File: src/rtl/clkmon_pkg.sv
package clkmon_pkg;
  localparam int unsigned DATA_W   = 8;
  localparam int unsigned ADDR_W   = 3;
  localparam int unsigned NUM_LOS  = 2;
  localparam int unsigned NUM_SRC  = NUM_LOS + 1;
  localparam int unsigned CTL_W    = 5;
  localparam int unsigned LOSEN_W  = 2 * NUM_LOS;

  localparam logic [ADDR_W-1:0] A_LIVE  = 3'd0;
  localparam logic [ADDR_W-1:0] A_FLAG  = 3'd1;
  localparam logic [ADDR_W-1:0] A_MASK  = 3'd2;
  localparam logic [ADDR_W-1:0] A_CTL   = 3'd3;
  localparam logic [ADDR_W-1:0] A_LOSEN = 3'd4;

  // pin control bit positions
  localparam int unsigned CTL_ROUTE   = 0;
  localparam int unsigned CTL_B_EN    = 1;
  localparam int unsigned CTL_IRQ_POL = 2;
  localparam int unsigned CTL_BAD_POL = 3;
  localparam int unsigned CTL_LOL_POL = 4;

  typedef struct packed {
    logic lol_pol;
    logic bad_pol;
    logic irq_pol;
    logic b_en;
    logic route_irq;
  } pin_ctl_t;

  function automatic logic apply_pol(input logic lvl, input logic pol);
    return pol ? lvl : ~lvl;
  endfunction
endpackage

File: src/rtl/clkmon_live_gate.sv
module clkmon_live_gate
  import clkmon_pkg::*;
#(
  parameter int unsigned N_LOS = NUM_LOS,
  localparam int unsigned EN_W = 2 * N_LOS
) (
  input  logic [N_LOS-1:0] los_raw,
  input  logic             lol_raw,
  input  logic [EN_W-1:0]  los_en,
  output logic [N_LOS:0]   live
);
  for (genvar g = 0; g < N_LOS; g++) begin : g_los
    // codes 10 and 11 monitor; 00 and 01 force quiet
    always_comb live[g] = los_raw[g] & los_en[2*g+1];
  end
  always_comb live[N_LOS] = lol_raw;
endmodule

File: src/rtl/clkmon_flag_bank.sv
module clkmon_flag_bank #(
  parameter int unsigned N = 3
) (
  input  logic         clk,
  input  logic         rst_n,
  input  logic [N-1:0] live,
  input  logic         clr_wr,
  input  logic [N-1:0] clr_data,
  output logic [N-1:0] flag_q
);
  logic [N-1:0] clr;
  logic [N-1:0] flag_d;
  logic [N-1:0] flag_en;

  for (genvar g = 0; g < N; g++) begin : g_flag
    always_comb begin
      clr[g]     = clr_wr & ~clr_data[g];
      flag_d[g]  = live[g] | (flag_q[g] & ~clr[g]);
      flag_en[g] = live[g] | clr[g];
    end

    always_ff @(posedge clk or negedge rst_n) begin
      if (!rst_n)          flag_q[g] <= 1'b1;
      else if (flag_en[g]) flag_q[g] <= flag_d[g];
    end
  end
endmodule

File: src/rtl/clkmon_irq_merge.sv
module clkmon_irq_merge #(
  parameter int unsigned N = 3
) (
  input  logic         clk,
  input  logic         rst_n,
  input  logic [N-1:0] flag_q,
  input  logic [N-1:0] mask_q,
  output logic         irq_q
);
  logic irq_d;

  always_comb irq_d = |(flag_q & ~mask_q);

  always_ff @(posedge clk or negedge rst_n) begin
    if (!rst_n) irq_q <= 1'b0;
    else        irq_q <= irq_d;
  end
endmodule

File: src/rtl/clkmon_pin_drive.sv
module clkmon_pin_drive
  import clkmon_pkg::*;
(
  input  pin_ctl_t ctl,
  input  logic     irq_lvl,
  input  logic     los1_live,
  input  logic     los2_live,
  input  logic     lol_live,
  output logic     pin_a_out,
  output logic     pin_b_out,
  output logic     pin_b_oe,
  output logic     lol_pin_out
);
  logic a_irq;
  logic a_bad;

  always_comb begin
    a_irq       = apply_pol(irq_lvl, ctl.irq_pol);
    a_bad       = apply_pol(los1_live, ctl.bad_pol);
    pin_a_out   = ctl.route_irq ? a_irq : a_bad;
    pin_b_out   = apply_pol(los2_live, ctl.bad_pol);
    pin_b_oe    = ctl.b_en;
    lol_pin_out = apply_pol(lol_live, ctl.lol_pol);
  end
endmodule

File: src/rtl/clkmon_irq_ctrl.sv
module clkmon_irq_ctrl
  import clkmon_pkg::*;
(
  input  logic              clk,
  input  logic              rst_n,
  input  logic              los1_raw,
  input  logic              los2_raw,
  input  logic              lol_raw,
  input  logic              reg_we,
  input  logic [ADDR_W-1:0] reg_addr,
  input  logic [DATA_W-1:0] reg_wdata,
  output logic [DATA_W-1:0] reg_rdata,
  output logic              pin_a_out,
  output logic              pin_b_out,
  output logic              pin_b_oe,
  output logic              lol_pin_out
);
  // reset: asynchronous assert, synchronous release
  logic [1:0] rst_sync;
  logic       rst_q_n;

  always_ff @(posedge clk or negedge rst_n) begin
    if (!rst_n) rst_sync <= 2'b00;
    else        rst_sync <= {rst_sync[0], 1'b1};
  end
  always_comb rst_q_n = rst_sync[1];

  // write decode
  logic wr_flag, wr_mask, wr_ctl, wr_losen;
  always_comb begin
    wr_flag  = reg_we && (reg_addr == A_FLAG);
    wr_mask  = reg_we && (reg_addr == A_MASK);
    wr_ctl   = reg_we && (reg_addr == A_CTL);
    wr_losen = reg_we && (reg_addr == A_LOSEN);
  end

  // configuration registers
  logic [NUM_SRC-1:0] mask_q,  mask_d;
  pin_ctl_t           ctl_q,   ctl_d;
  logic [LOSEN_W-1:0] losen_q, losen_d;

  always_comb begin
    mask_d  = reg_wdata[NUM_SRC-1:0];
    ctl_d   = pin_ctl_t'(reg_wdata[CTL_W-1:0]);
    losen_d = reg_wdata[LOSEN_W-1:0];
  end

  always_ff @(posedge clk or negedge rst_q_n) begin
    if (!rst_q_n) begin
      mask_q  <= '1;
      ctl_q   <= '0;
      losen_q <= '1;
    end else begin
      if (wr_mask)  mask_q  <= mask_d;
      if (wr_ctl)   ctl_q   <= ctl_d;
      if (wr_losen) losen_q <= losen_d;
    end
  end

  // datapath
  logic [NUM_SRC-1:0] src_live;
  logic [NUM_SRC-1:0] flag_q;
  logic               irq_lvl;

  clkmon_live_gate #(.N_LOS(NUM_LOS)) u_gate (
    .los_raw ({los2_raw, los1_raw}),
    .lol_raw (lol_raw),
    .los_en  (losen_q),
    .live    (src_live)
  );

  clkmon_flag_bank #(.N(NUM_SRC)) u_flags (
    .clk      (clk),
    .rst_n    (rst_q_n),
    .live     (src_live),
    .clr_wr   (wr_flag),
    .clr_data (reg_wdata[NUM_SRC-1:0]),
    .flag_q   (flag_q)
  );

  clkmon_irq_merge #(.N(NUM_SRC)) u_irq (
    .clk    (clk),
    .rst_n  (rst_q_n),
    .flag_q (flag_q),
    .mask_q (mask_q),
    .irq_q  (irq_lvl)
  );

  clkmon_pin_drive u_pins (
    .ctl         (ctl_q),
    .irq_lvl     (irq_lvl),
    .los1_live   (src_live[0]),
    .los2_live   (src_live[1]),
    .lol_live    (src_live[NUM_SRC-1]),
    .pin_a_out   (pin_a_out),
    .pin_b_out   (pin_b_out),
    .pin_b_oe    (pin_b_oe),
    .lol_pin_out (lol_pin_out)
  );

  // read mux
  always_comb begin
    reg_rdata = '0;
    unique case (reg_addr)
      A_LIVE:  reg_rdata[NUM_SRC-1:0] = src_live;
      A_FLAG:  reg_rdata[NUM_SRC-1:0] = flag_q;
      A_MASK:  reg_rdata[NUM_SRC-1:0] = mask_q;
      A_CTL:   reg_rdata[CTL_W-1:0]   = ctl_q;
      A_LOSEN: reg_rdata[LOSEN_W-1:0] = losen_q;
      default: reg_rdata = '0;
    endcase
  end
endmodule

File: config.mk
export PLATFORM = sky130hd
export DESIGN_NAME = clkmon_irq_ctrl
export DESIGN_NICKNAME = d
export VERILOG_FILES = /design/src/rtl/clkmon_pkg.sv /design/src/rtl/clkmon_live_gate.sv /design/src/rtl/clkmon_flag_bank.sv /design/src/rtl/clkmon_irq_merge.sv /design/src/rtl/clkmon_pin_drive.sv /design/src/rtl/clkmon_irq_ctrl.sv
export SDC_FILE = /design/constraint.sdc
export NUM_CORES = 1
export LEC_CHECK = 0
export ABC_AREA = 1
export CAP_MARGIN = 20
export CORE_AREA = 4 4 54 56
export CTS_BUF_LIST = sky130_fd_sc_hd__clkbuf_4 sky130_fd_sc_hd__clkbuf_8 sky130_fd_sc_hd__clkbuf_16
export CTS_CLUSTER_DIAMETER = 50
export DETAILED_ROUTE_END_ITERATION = 6
export DIE_AREA = 0 0 58 60
export PLACE_DENSITY = 0.73
export SLEW_MARGIN = 25
export SYNTH_ARGS = -nofsm -noshare
export SYNTH_HDL_FRONTEND = slang
export SYNTH_SLANG_ARGS = --single-unit
File: constraint.sdc
create_clock -name clk -period 1 [get_ports clk]
set_clock_uncertainty 0.05 [all_clocks]
set_input_delay 0.15 -clock clk [delete_from_list [all_inputs] [get_ports clk]]
set_output_delay 0.15 -clock clk [all_outputs]
set_load 0.02 [all_outputs]
==> flow_summary.json <==
{
  "power_density_nw_per_um2": 1430,
  "cts_htree_levels": 1,
  "fin_area_um2": 1620,
  "muxShareOfSynthArea_pct": 0,
  "synth_top_family_by_area": "simple AND/OR/NAND/NOR gates",
  "io_buffers": 22,
  "num_vias": 1065,
  "synth_seq_area_share_pct": 46.0,
  "drc_errors": 0,
  "setup_slack_ns": -0.562,
  "synth_xor_area_share_pct": 3.48,
  "first_pass_iters": 4,
  "ys_warn_count": 0,
  "die-area_um2": 3480,
  "cp-start-kind": "flip-flop",
  "drive_above_1_share_pct": 46.7,
  "hold_viol": 0,
  "synth_compound_area_share_pct": 8.46,
  "synth_cells": 129,
  "first_iter_violations": 30,
  "drv_slew": 0,
  "critPathBufInv": 2,
  "finish.utilization_pct": 66.6,
  "violations": "negative setup slack",
  "dieHeight_um": 60,
  "core_um2": 2430,
  "worstSetupPathType": "reg -> out",
  "dp_hpwl_um": 2150,
  "cp_max_fo": 3,
  "final_cells": 210,
  "yosysUniqueCellTypes": 19,
  "grt_max_degree": 10,
  "cts_sinks": 18,
  "gp_congestion": 0.908,
  "hold_class": "reg -> async",
  "ioPinCount": 29,
  "period_share_pct": 156,
  "synth-simple-area-share_pct": 31.6,
  "syn-cell-area_um2": 1010,
  "ant_nets": 0,
  "path_clk_slew_ns": 0.10,
  "rows": 18,
  "n_fill_cell": 200,
  "drv_cap": 0,
  "cp_common_cell": "nand2_2",
  "fin_setup_tns_ns": -3.66,
  "finalNetCount": 199,
  "initial_core_util_pct": 41.4,
  "ys_seq_elements": 18,
  "fmax_mhz": 640,
  "cp.arrival_ns": 1.36,
  "die_w_um": 58,
  "rsz0062_at_grt": "yes",
  "antenna_found_initial": 0,
  "grt_pass1_wl_um": 4840,
  "numPlacedInstances": 199,
  "avgSynthCellArea_um2": 7.80,
  "final_common_cell": "nand2_1",
  "p_leak_nw": 0.775,
  "finalWirelength_um": 3070,
  "antenna_cells": 0,
  "synth-adder-area-share_pct": 0,
  "path_cells": "nand2_4, inv_2, nand3_2, nand2_2, nor2_2, nand2_2, buf_6",
  "cts_buffer_depth": 2,
  "final_cell_mix": "nand2_1 (28), buf_4 (18), buf_6 (16)",
  "grt_pass1_vias": 1049,
  "syn_to_final_growth_pct": 60.9,
  "critPathMaxStageDelay_ns": 0.58,
  "vias_per_cell": 5.07,
  "numCtsBuffers": 3,
  "synth_area_leaders": "dfstp_2 (26%), dfrtp_1 (20%), nand2_1 (13%), inv_1 (7.1%), o21ai_0 (7.0%)",
  "status": "finished with violations",
  "grt-ovfl-total": 0,
  "netlist.area_leader.share_pct": 26.1,
  "crit_family": "flip-flops",
  "fin_crit_ns": 1.56,
  "cts_tree": "done",
  "track_usage_pct": 18.8,
  "worstPathRequired_ns": 0.80,
  "cp_slowest_cell": "dfstp_2",
  "setup_viol": 10,
  "post_dp_cell_area_um2": 1430,
  "clock_latency_ns": 0.30,
  "synth_area_leader_cell": "dfstp_2",
  "max-vdd-ir-drop_uv": 1170,
  "endpoint_kind": "primary output",
  "post_drt_wl_per_cell_um": 14.6,
  "cts-root-buf": "clkbuf_4"
}
worst paths after layout:
path / slack, ns / start / endpoint / depth (start not counted)
hold reg to reg: 0.11 / rst_sync[1]$_DFF_PN0_ / ctl_q[4]$_DFFE_PN0P_ / 1
min in group clk: 0.19 / lol_raw / u_flags.flag_q[2]$_DFFE_PN1P_ / 3
hold / removal: 0.11 / rst_sync[1]$_DFF_PN0_ / ctl_q[4]$_DFFE_PN0P_ / 1
setup / recovery: -0.56 / losen_q[1]$_DFFE_PN1P_ / reg_rdata[0] / 7
setup reg to reg: -0.08 / losen_q[1]$_DFFE_PN1P_ / u_flags.flag_q[0]$_DFFE_PN1P_ / 4
max in group asynchronous: 0.30 / rst_n / rst_sync[0]$_DFF_PN0_ / 2
where the power goes:
part           total (mW)  internal, mW  leakage (nW)  switching (mW)
clock network       0.371         0.141        0.0138           0.231
logic               0.945         0.465         0.562           0.480
registers           0.993         0.895         0.199          0.0977
total                2.31          1.50         0.775           0.808
registers in the layout, summed over array words and instances (netlist names):
name / count
rst_sync: 2
u_flags.flag_q: 3
mask_q: 3
u_irq.irq_q: 1
losen_q: 4
ctl_q: 5
per-layer routing:
| layer | vias up | GRT usage (%) | wire length (um) |
|---|---|---|---|
| li1 | 506 | - | - |
| met1 | 507 | 22.4 | 1170 |
| met2 | 43 | 33.7 | 1650 |
| met3 | 9 | 2.38 | 168 |
| met4 | 0 | 8.61 | 89 |
| met5 | - | 0 | 0 |
stage by stage:
stage / hold WS [ns] / setup slack [ns] / power, mW
finish: 0.113 / -0.562 / 2.31
floorplan: -0.196 / -0.148 / 1.37
global placement: 0.108 / -1.04 / 1.73
detailed placement: 0.117 / -1.10 / 1.75
global route: 0.138 / -0.647 / 2.43
CTS: 0.122 / -0.552 / 2.26
cell usage after synthesis (all sizes together):
cell and n:
buf 3, conb 2, dfrtp 8, dfstp 10
inv 20, nand2 37, nand3 8, nand4 5
nor2 16, o21ai 14, o221ai 1, o22ai 1
xnor2 2, xor2 2
final cells by class:
class / instances / area (um2) / share of cell area (%)
clock buffers: 3 / 22.5 / 1.39
inverters: 20 / 81.3 / 5.02
multi-input cells: 91 / 577 / 35.6
flip-flops and latches: 18 / 463 / 28.6
well taps: 30 / 37.5 / 2.32
repair buffers: 47 / 433 / 26.7
repair inverters: 1 / 5.00 / 0.309
what timing repair did:
item / CTS / global route
endpoints found under the hold margin: 2 / 0
setup endpoints to repair: 24 / 21
pin swaps: 8 / 9
buffers inserted: 6 / 3
gates cloned: 2 / 0
hold buffers: 1 / 0
gates resized for setup: 92 / 16
kinds of logic (layout without fill, tap and decap cells):
logic type / count (synthesis) / after routing
AOI/OAI and AO/OA: 16 / 16
xor gates and xnor gates: 4 / 4
buffers and inverters: 23 / 71
DFF: 18 / 18
other: 2 / 4
and+or+nand+nor: 66 / 67
No activity file was read; power rests on OpenSTA's default activity.
